## config.mk

```make
export PLATFORM = sky130hd
export DESIGN_NAME = epp_cycle_ctrl
export DESIGN_NICKNAME = d
export VERILOG_FILES = /design/src/rtl/epp_pkg.sv /design/src/rtl/epp_sync.sv /design/src/rtl/epp_tmo.sv /design/src/rtl/epp_regs.sv /design/src/rtl/epp_cycle_ctrl.sv
export SDC_FILE = /design/constraint.sdc
export NUM_CORES = 1
export LEC_CHECK = 0
export ABC_AREA = 1
export BUFFER_PORTS_ARGS = -buffer_cell sky130_fd_sc_hd__buf_4
export CAP_MARGIN = 20
export CORE_MARGIN = 3
export CORE_UTILIZATION = 57
export CTS_BUF_LIST = sky130_fd_sc_hd__clkbuf_8
export CTS_CLUSTER_DIAMETER = 80
export CTS_CLUSTER_SIZE = 12
export DETAILED_ROUTE_END_ITERATION = 8
export GPL_ROUTABILITY_DRIVEN = 0
export GPL_TIMING_DRIVEN = 0
export PLACE_DENSITY = 0.89
export SLEW_MARGIN = 10
export SYNTH_ARGS = -nofsm -noshare
export SYNTH_HDL_FRONTEND = slang
export SYNTH_HIERARCHICAL = 1
export SYNTH_SLANG_ARGS = --single-unit
```

## constraint.sdc

```tcl
create_clock -name clk_i -period 2 [get_ports clk_i]
set_input_delay 0.1 -clock clk_i [delete_from_list [all_inputs] [get_ports clk_i]]
set_output_delay 0.1 -clock clk_i [all_outputs]
set_load 0.05 [all_outputs]
```

## src/rtl/epp_pkg.sv

```systemverilog
package epp_pkg;
  typedef enum logic [1:0] {
    ST_IDLE,
    ST_SETUP,
    ST_STRB,
    ST_HOLD
  } epp_st_e;

  localparam logic [2:0] SEL_STAT = 3'd1;
  localparam logic [2:0] SEL_CTRL = 3'd2;
  localparam logic [2:0] SEL_ADDR = 3'd3;
  localparam logic [2:0] SEL_DATA = 3'd4;
endpackage

```

## src/rtl/epp_sync.sv

```systemverilog
module epp_sync #(
  parameter int unsigned W      = 1,
  parameter int unsigned STAGES = 2,
  parameter logic [W-1:0] RST_VAL = '0
) (
  input  logic         clk_i,
  input  logic         rst_ni,
  input  logic [W-1:0] d_i,
  output logic [W-1:0] q_o
);
  logic [W-1:0] stg_q [STAGES];

  for (genvar i = 0; i < STAGES; i++) begin : g_stg
    if (i == 0) begin : g_first
      always_ff @(posedge clk_i or negedge rst_ni) begin
        if (!rst_ni) stg_q[i] <= RST_VAL;
        else         stg_q[i] <= d_i;
      end
    end else begin : g_next
      always_ff @(posedge clk_i or negedge rst_ni) begin
        if (!rst_ni) stg_q[i] <= RST_VAL;
        else         stg_q[i] <= stg_q[i-1];
      end
    end
  end

  assign q_o = stg_q[STAGES-1];
endmodule

```

## src/rtl/epp_tmo.sv

```systemverilog
module epp_tmo #(
  parameter int unsigned CYC = 500,
  localparam int unsigned CW = $clog2(CYC + 1)
) (
  input  logic clk_i,
  input  logic rst_ni,
  input  logic run_i,
  input  logic stall_i,
  output logic expire_o
);
  localparam logic [CW-1:0] LAST = CW'(CYC - 1);

  logic [CW-1:0] cnt_q;

  // saturates so a late stall still expires
  always_ff @(posedge clk_i or negedge rst_ni) begin
    if (!rst_ni)            cnt_q <= '0;
    else if (!run_i)        cnt_q <= '0;
    else if (cnt_q != LAST) cnt_q <= cnt_q + 1'b1;
  end

  assign expire_o = run_i && stall_i && (cnt_q == LAST);
endmodule

```

## src/rtl/epp_regs.sv

```systemverilog
module epp_regs
  import epp_pkg::*;
#(
  parameter int unsigned DW = 8,
  parameter int unsigned AW = 3
) (
  input  logic          clk_i,
  input  logic          rst_ni,
  input  logic          wr_en_i,
  input  logic [AW-1:0] sel_i,
  input  logic          dir_bit_i,
  input  logic          clr_bit_i,
  input  logic          tmo_set_i,
  input  logic          wait_i,
  input  logic [DW-1:0] hold_i,
  output logic          dir_o,
  output logic          tmo_o,
  output logic [DW-1:0] rdata_o
);
  logic dir_q, tmo_q;

  always_ff @(posedge clk_i or negedge rst_ni) begin
    if (!rst_ni) dir_q <= 1'b0;
    else if (wr_en_i && sel_i == AW'(SEL_CTRL)) dir_q <= dir_bit_i;
  end

  always_ff @(posedge clk_i or negedge rst_ni) begin
    if (!rst_ni) tmo_q <= 1'b0;
    else if (tmo_set_i) tmo_q <= 1'b1;
    else if (wr_en_i && sel_i == AW'(SEL_STAT) && clr_bit_i) tmo_q <= 1'b0;
  end

  always_comb begin
    rdata_o = '0;
    unique case (sel_i)
      AW'(SEL_STAT): rdata_o[1:0] = {tmo_q, wait_i};
      AW'(SEL_CTRL): rdata_o[0]   = dir_q;
      AW'(SEL_ADDR),
      AW'(SEL_DATA): rdata_o      = hold_i;
      default:       rdata_o      = '0;
    endcase
  end

  assign dir_o = dir_q;
  assign tmo_o = tmo_q;
endmodule

```

## src/rtl/epp_cycle_ctrl.sv

```systemverilog
module epp_cycle_ctrl
  import epp_pkg::*;
#(
  parameter int unsigned DW      = 8,
  parameter int unsigned AW      = 3,
  parameter int unsigned TMO_CYC = 500,
  parameter int unsigned SYNC_N  = 2
) (
  input  logic          clk_i,
  input  logic          rst_ni,
  input  logic [AW-1:0] bus_sel_i,
  input  logic          bus_rd_ni,
  input  logic          bus_wr_ni,
  input  logic [DW-1:0] bus_d_i,
  output logic [DW-1:0] bus_d_o,
  output logic          bus_d_oe_o,
  output logic          bus_rdy_o,
  input  logic [DW-1:0] prt_d_i,
  output logic [DW-1:0] prt_d_o,
  output logic          prt_d_oe_o,
  output logic          prt_wr_no,
  output logic          prt_astb_no,
  output logic          prt_dstb_no,
  input  logic          prt_wait_ni
);
  logic [2:0]    ctl_s;
  logic          hrd_s, hwr_s, wait_s;
  logic [DW-1:0] pd_s;

  epp_sync #(.W(3), .STAGES(SYNC_N), .RST_VAL(3'b111)) u_sync_ctl (
    .clk_i (clk_i),
    .rst_ni(rst_ni),
    .d_i   ({bus_rd_ni, bus_wr_ni, prt_wait_ni}),
    .q_o   (ctl_s)
  );

  epp_sync #(.W(DW), .STAGES(SYNC_N), .RST_VAL('0)) u_sync_dat (
    .clk_i (clk_i),
    .rst_ni(rst_ni),
    .d_i   (prt_d_i),
    .q_o   (pd_s)
  );

  assign {hrd_s, hwr_s, wait_s} = ctl_s;

  epp_st_e       st_q, st_d;
  logic          is_addr_q, is_addr_d;
  logic          is_rd_q, is_rd_d;
  logic [DW-1:0] out_q, out_d;
  logic [DW-1:0] hold_q;
  logic          astb_nq, dstb_nq, rdy_q;
  logic          tmo_exp, dir, tmo_flag, reg_wr_en, port_sel, sel_ok;
  logic [DW-1:0] rdata;

  assign port_sel = (bus_sel_i == AW'(SEL_ADDR)) || (bus_sel_i == AW'(SEL_DATA));
  assign sel_ok   = port_sel || (bus_sel_i == AW'(SEL_STAT)) || (bus_sel_i == AW'(SEL_CTRL));

  epp_tmo #(.CYC(TMO_CYC)) u_tmo (
    .clk_i   (clk_i),
    .rst_ni  (rst_ni),
    .run_i   (st_q == ST_STRB),
    .stall_i (!wait_s),
    .expire_o(tmo_exp)
  );

  always_comb begin
    st_d      = st_q;
    is_addr_d = is_addr_q;
    is_rd_d   = is_rd_q;
    out_d     = out_q;
    unique case (st_q)
      ST_IDLE: begin
        if (!hwr_s && port_sel && !dir) begin
          st_d      = ST_SETUP;
          is_rd_d   = 1'b0;
          is_addr_d = (bus_sel_i == AW'(SEL_ADDR));
          out_d     = bus_d_i;
        end else if (!hrd_s && port_sel && dir) begin
          st_d      = ST_SETUP;
          is_rd_d   = 1'b1;
          is_addr_d = (bus_sel_i == AW'(SEL_ADDR));
        end
      end
      ST_SETUP: st_d = ST_STRB;
      ST_STRB: begin
        if (tmo_exp)                        st_d = ST_HOLD;
        else if (is_rd_q ? hrd_s : hwr_s)   st_d = ST_IDLE;
      end
      ST_HOLD: if (hrd_s && hwr_s) st_d = ST_IDLE;
      default: st_d = ST_IDLE;
    endcase
  end

  always_ff @(posedge clk_i or negedge rst_ni) begin
    if (!rst_ni) begin
      st_q      <= ST_IDLE;
      is_addr_q <= 1'b0;
      is_rd_q   <= 1'b0;
      out_q     <= '0;
      astb_nq   <= 1'b1;
      dstb_nq   <= 1'b1;
      rdy_q     <= 1'b1;
    end else begin
      st_q      <= st_d;
      is_addr_q <= is_addr_d;
      is_rd_q   <= is_rd_d;
      out_q     <= out_d;
      astb_nq   <= !(st_d == ST_STRB && is_addr_d);
      dstb_nq   <= !(st_d == ST_STRB && !is_addr_d);
      rdy_q     <= !(st_d == ST_STRB && !wait_s);
    end
  end

  // read data follows the port while the peripheral signals ready
  always_ff @(posedge clk_i or negedge rst_ni) begin
    if (!rst_ni) hold_q <= '0;
    else if (st_q == ST_STRB && is_rd_q && wait_s) hold_q <= pd_s;
  end

  assign reg_wr_en = (st_q == ST_IDLE) && !hwr_s;

  epp_regs #(.DW(DW), .AW(AW)) u_regs (
    .clk_i    (clk_i),
    .rst_ni   (rst_ni),
    .wr_en_i  (reg_wr_en),
    .sel_i    (bus_sel_i),
    .dir_bit_i(bus_d_i[0]),
    .clr_bit_i(bus_d_i[1]),
    .tmo_set_i(tmo_exp),
    .wait_i   (wait_s),
    .hold_i   (hold_q),
    .dir_o    (dir),
    .tmo_o    (tmo_flag),
    .rdata_o  (rdata)
  );

  assign bus_d_o     = rdata;
  assign bus_d_oe_o  = !hrd_s && sel_ok;
  assign bus_rdy_o   = rdy_q;
  assign prt_d_o     = out_q;
  assign prt_d_oe_o  = !dir;
  assign prt_wr_no   = dir;
  assign prt_astb_no = astb_nq;
  assign prt_dstb_no = dstb_nq;
endmodule

```

==> metrics.md <==
| Metric | Value |
|---|---|
| Worst Max-Slew Pin Slew | 664 ps |
| Mapped cell area | 2430 um^2 |
| Met2 GRT Util | 37.1% |
| Gate power share | 38.2% |
| Met1 Usage GRT | 25.8% |
| Crit path max fanout | 4 |
| Clk root buf | clkbuf_8 |
| Largest net degree at the start of global routing | 57 |
| Final WL | 4.81 mm |
| Critical path launch point type | register |
| Setup_tns | 0 ps |
| Fmax | 552 MHz |
| Sequential share of power | 39.8% |
| CORE AREA | 4060 um^2 |
| Fillers | 254 |
| Setup CP Type | reg -> reg |
| Met3 Use GR | 5.19% |
| Max Clock Skew | 7.41 ps |
| Die area | 5080 um^2 |
| Clock latency on the worst-skew pair | 310 ps |
| CTS tree | done |
| IO Pins | 46 |
| Diodes inserted | 0 |
| Overall power | 3.95 mW |
| Clock power share | 22.0% |
| DIE HEIGHT | 71.3 um |
| Max cap viols | 0 |
| Cell row count | 23 |
| PortBufs | 45 |
| YS warnings | 6 |
| Register area share after synthesis | 58.2% |
| Yosys cell types | 26 |
| Max IR drop VDD | 754 uV |
| Fin cells | 375 |
| Grt ovf | 0 |
| Clock-pin slew on the worst setup and hold paths | 100 ps |
| Final Net Count | 349 |
| Wirelength per Cell | 12.8 um |
| First-pass GRT wire length | 8.50 mm |
| Max-slew violation count | 0 |
| Via/cell ratio | 5.01 |
| Worst Path Arrival | 2060 ps |
| Syn Inst Count | 254 |
| Final hold slack | 19.7 ps |
| Pre-antenna DRT Iters | 5 |
| Post-layout min period | 1810 ps |
| Commonest non-fill, non-tap cell in the layout | nand2_1 |
| Required time of the critical path | 2250 ps |
| Post-synthesis area per instance | 9.56 um^2 |
| FF+latch area | 1410 um^2 |
| ANT nets after route | 0 |
| DRC viols | 0 |
| Final-report setup violation count | 0 |
| Total track usage | 21.5% |
| Share of layout cells above drive strength 1 | 32.6% |
| RSZ-0062 raised after global routing | no |
| Setup Buffers After CTS | 0 |
| Vias in the first global route | 1,878 |
| Slew HR | 55.7% |
| H-tree depth | 2 |
| Run status | completed |
| Starting Density | 59.9% |
| Clk sink count | 56 |
| Cells after DPL | 349 |
| Sw power | 1.56 mW |
| Inserted Clock Buffers | 5 |
| Power Internal | 2.40 mW |
| Iter 0 DRT Violations | 85 |
| Yosys reg bits | 56 |
| Syn nets | 279 |
| Leakage | 1.60 nW |
| CTS Buffer Depth | 2 |
| Multi-input combinational cell area | 771 um^2 |
| Worst Hold Class | in -> reg |
| CP endpoint kind | register |
| Via count | 1,880 |
| Post-layout util | 77.6% |
| PwrDens | 1260 nW/um^2 |
| Gr busiest metal | met2 |
| Syn-to-layout area delta | 29.6% |
| Sw Share | 39.4% |
| Final Cycle Share | 90.5% |
| HPWL after detailed placement | 3.20 mm |
| Chip width | 71.3 um |
| Final Hold Vio Count | 0 |
| Initial antenna violation count | 0 |
| Most frequent cells in the layout | nand2_1, buf_4, dfrtp_1 |
[power by group through the flow]
stage,combinational [mW],clock [mW],sequential (mW)
after global placement,1.43,0,1.58
after floorplan,0.708,0,1.92
final,1.51,0.870,1.57
after global routing,1.64,0.936,1.61
after detailed placement,1.48,0,1.59
after CTS,1.51,0.883,1.57
[timing repair]
action	4_1_cts	5_1_grt
hold buffers	18	0
gates resized for setup	0	0
hold endpoints to repair	64	0
[cell usage after synthesis (all sizes together)]
| master | n | area (um^2) |
|---|---|---|
| dfrtp | 47 | 1180 |
| clkinv | 1 | 8.76 |
| dfstp | 9 | 236 |
| nand4 | 4 | 25.0 |
| buf | 13 | 101 |
| a21oi | 7 | 35.0 |
| o211ai | 1 | 7.51 |
| nand3 | 21 | 140 |
| nor3 | 2 | 15.0 |
| nor2 | 26 | 143 |
| o21ai | 12 | 93.8 |
| nand3b | 1 | 7.51 |
| xor2 | 1 | 8.76 |
| nand2 | 72 | 283 |
| ha | 1 | 12.5 |
| inv | 36 | 135 |
[area by class of cell]
cell class	instances	area share [%]
inverter	37	4.57
buffer	13	3.22
clock inverter	3	2.19
clock buffer	5	2.19
timing repair buffer	63	16.5
multi-input combinational	148	24.5
sequential	56	44.9
tap	50	1.99
[routing by layer]
layer  wire length [um]  vias up  part of all wire (%)
li1                   -      915                     -
met3                263       12                   5.5
met5                  0        -                     0
met2               2470       57                    51
met1               1950      896                    41
met4                122        0                   2.5
[registers in the layout (all words and copies together), names as in the netlist]
signal and count:
u_sync_dat/stg_q 8, u_sync_ctl/stg_q 3, prt_dstb_no 1, u_regs/dir_o 1, u_regs/tmo_o 1, prt_d_o 8, is_rd_q 1, u_sync_ctl/q_o 3
prt_astb_no 1, u_sync_dat/q_o 8, bus_rdy_o 1, st_q 2, hold_q 8, u_tmo/cnt_q 9, is_addr_q 1
[worst max-delay path, stage by stage (launching register included)]
cell and delay [ps]:
dfrtp_1 420, ha_1 230, inv_1 70, nor2_2 190, nand3_1 120, nor2_1 250
nand2_1 90, nand2_1 80, nor2_1 60, nor2_2 160, nand2_1 80
[cell families after synthesis]
logic type	after synthesis	share of synthesized area (%)
compound gates	20	5.62
xor+xnor	1	0.361
fa+ha+maj	1	0.515
buf+inv	50	10.1
flops	56	58.2
simple gates	126	25.2
[path summary, 6_finish.rpt]
kind,from,to,slack (ps),cells after the start
max in group asynchronous,rst_ni,u_tmo/cnt_q[1],1200,2
min in group asynchronous,rst_ni,hold_q[7],360,2
max,u_tmo/cnt_q[0],prt_dstb_no,190,10
min,bus_d_i[0],prt_d_o[0],20,3
max reg2reg,u_tmo/cnt_q[0],prt_dstb_no,190,10
min reg2reg,u_sync_dat/stg_q[8],u_sync_dat/q_o[0],360,0
[stage by stage]
stage	setup slack [ps]	instance area [um^2]
2_1_floorplan	277	2430
3_3_place_gp	360	2830
3_5_place_dp	316	2830
4_1_cts	257	3150
5_1_grt	41.8	3150
6_report	189	3150
(Power assumes the default switching activity.)
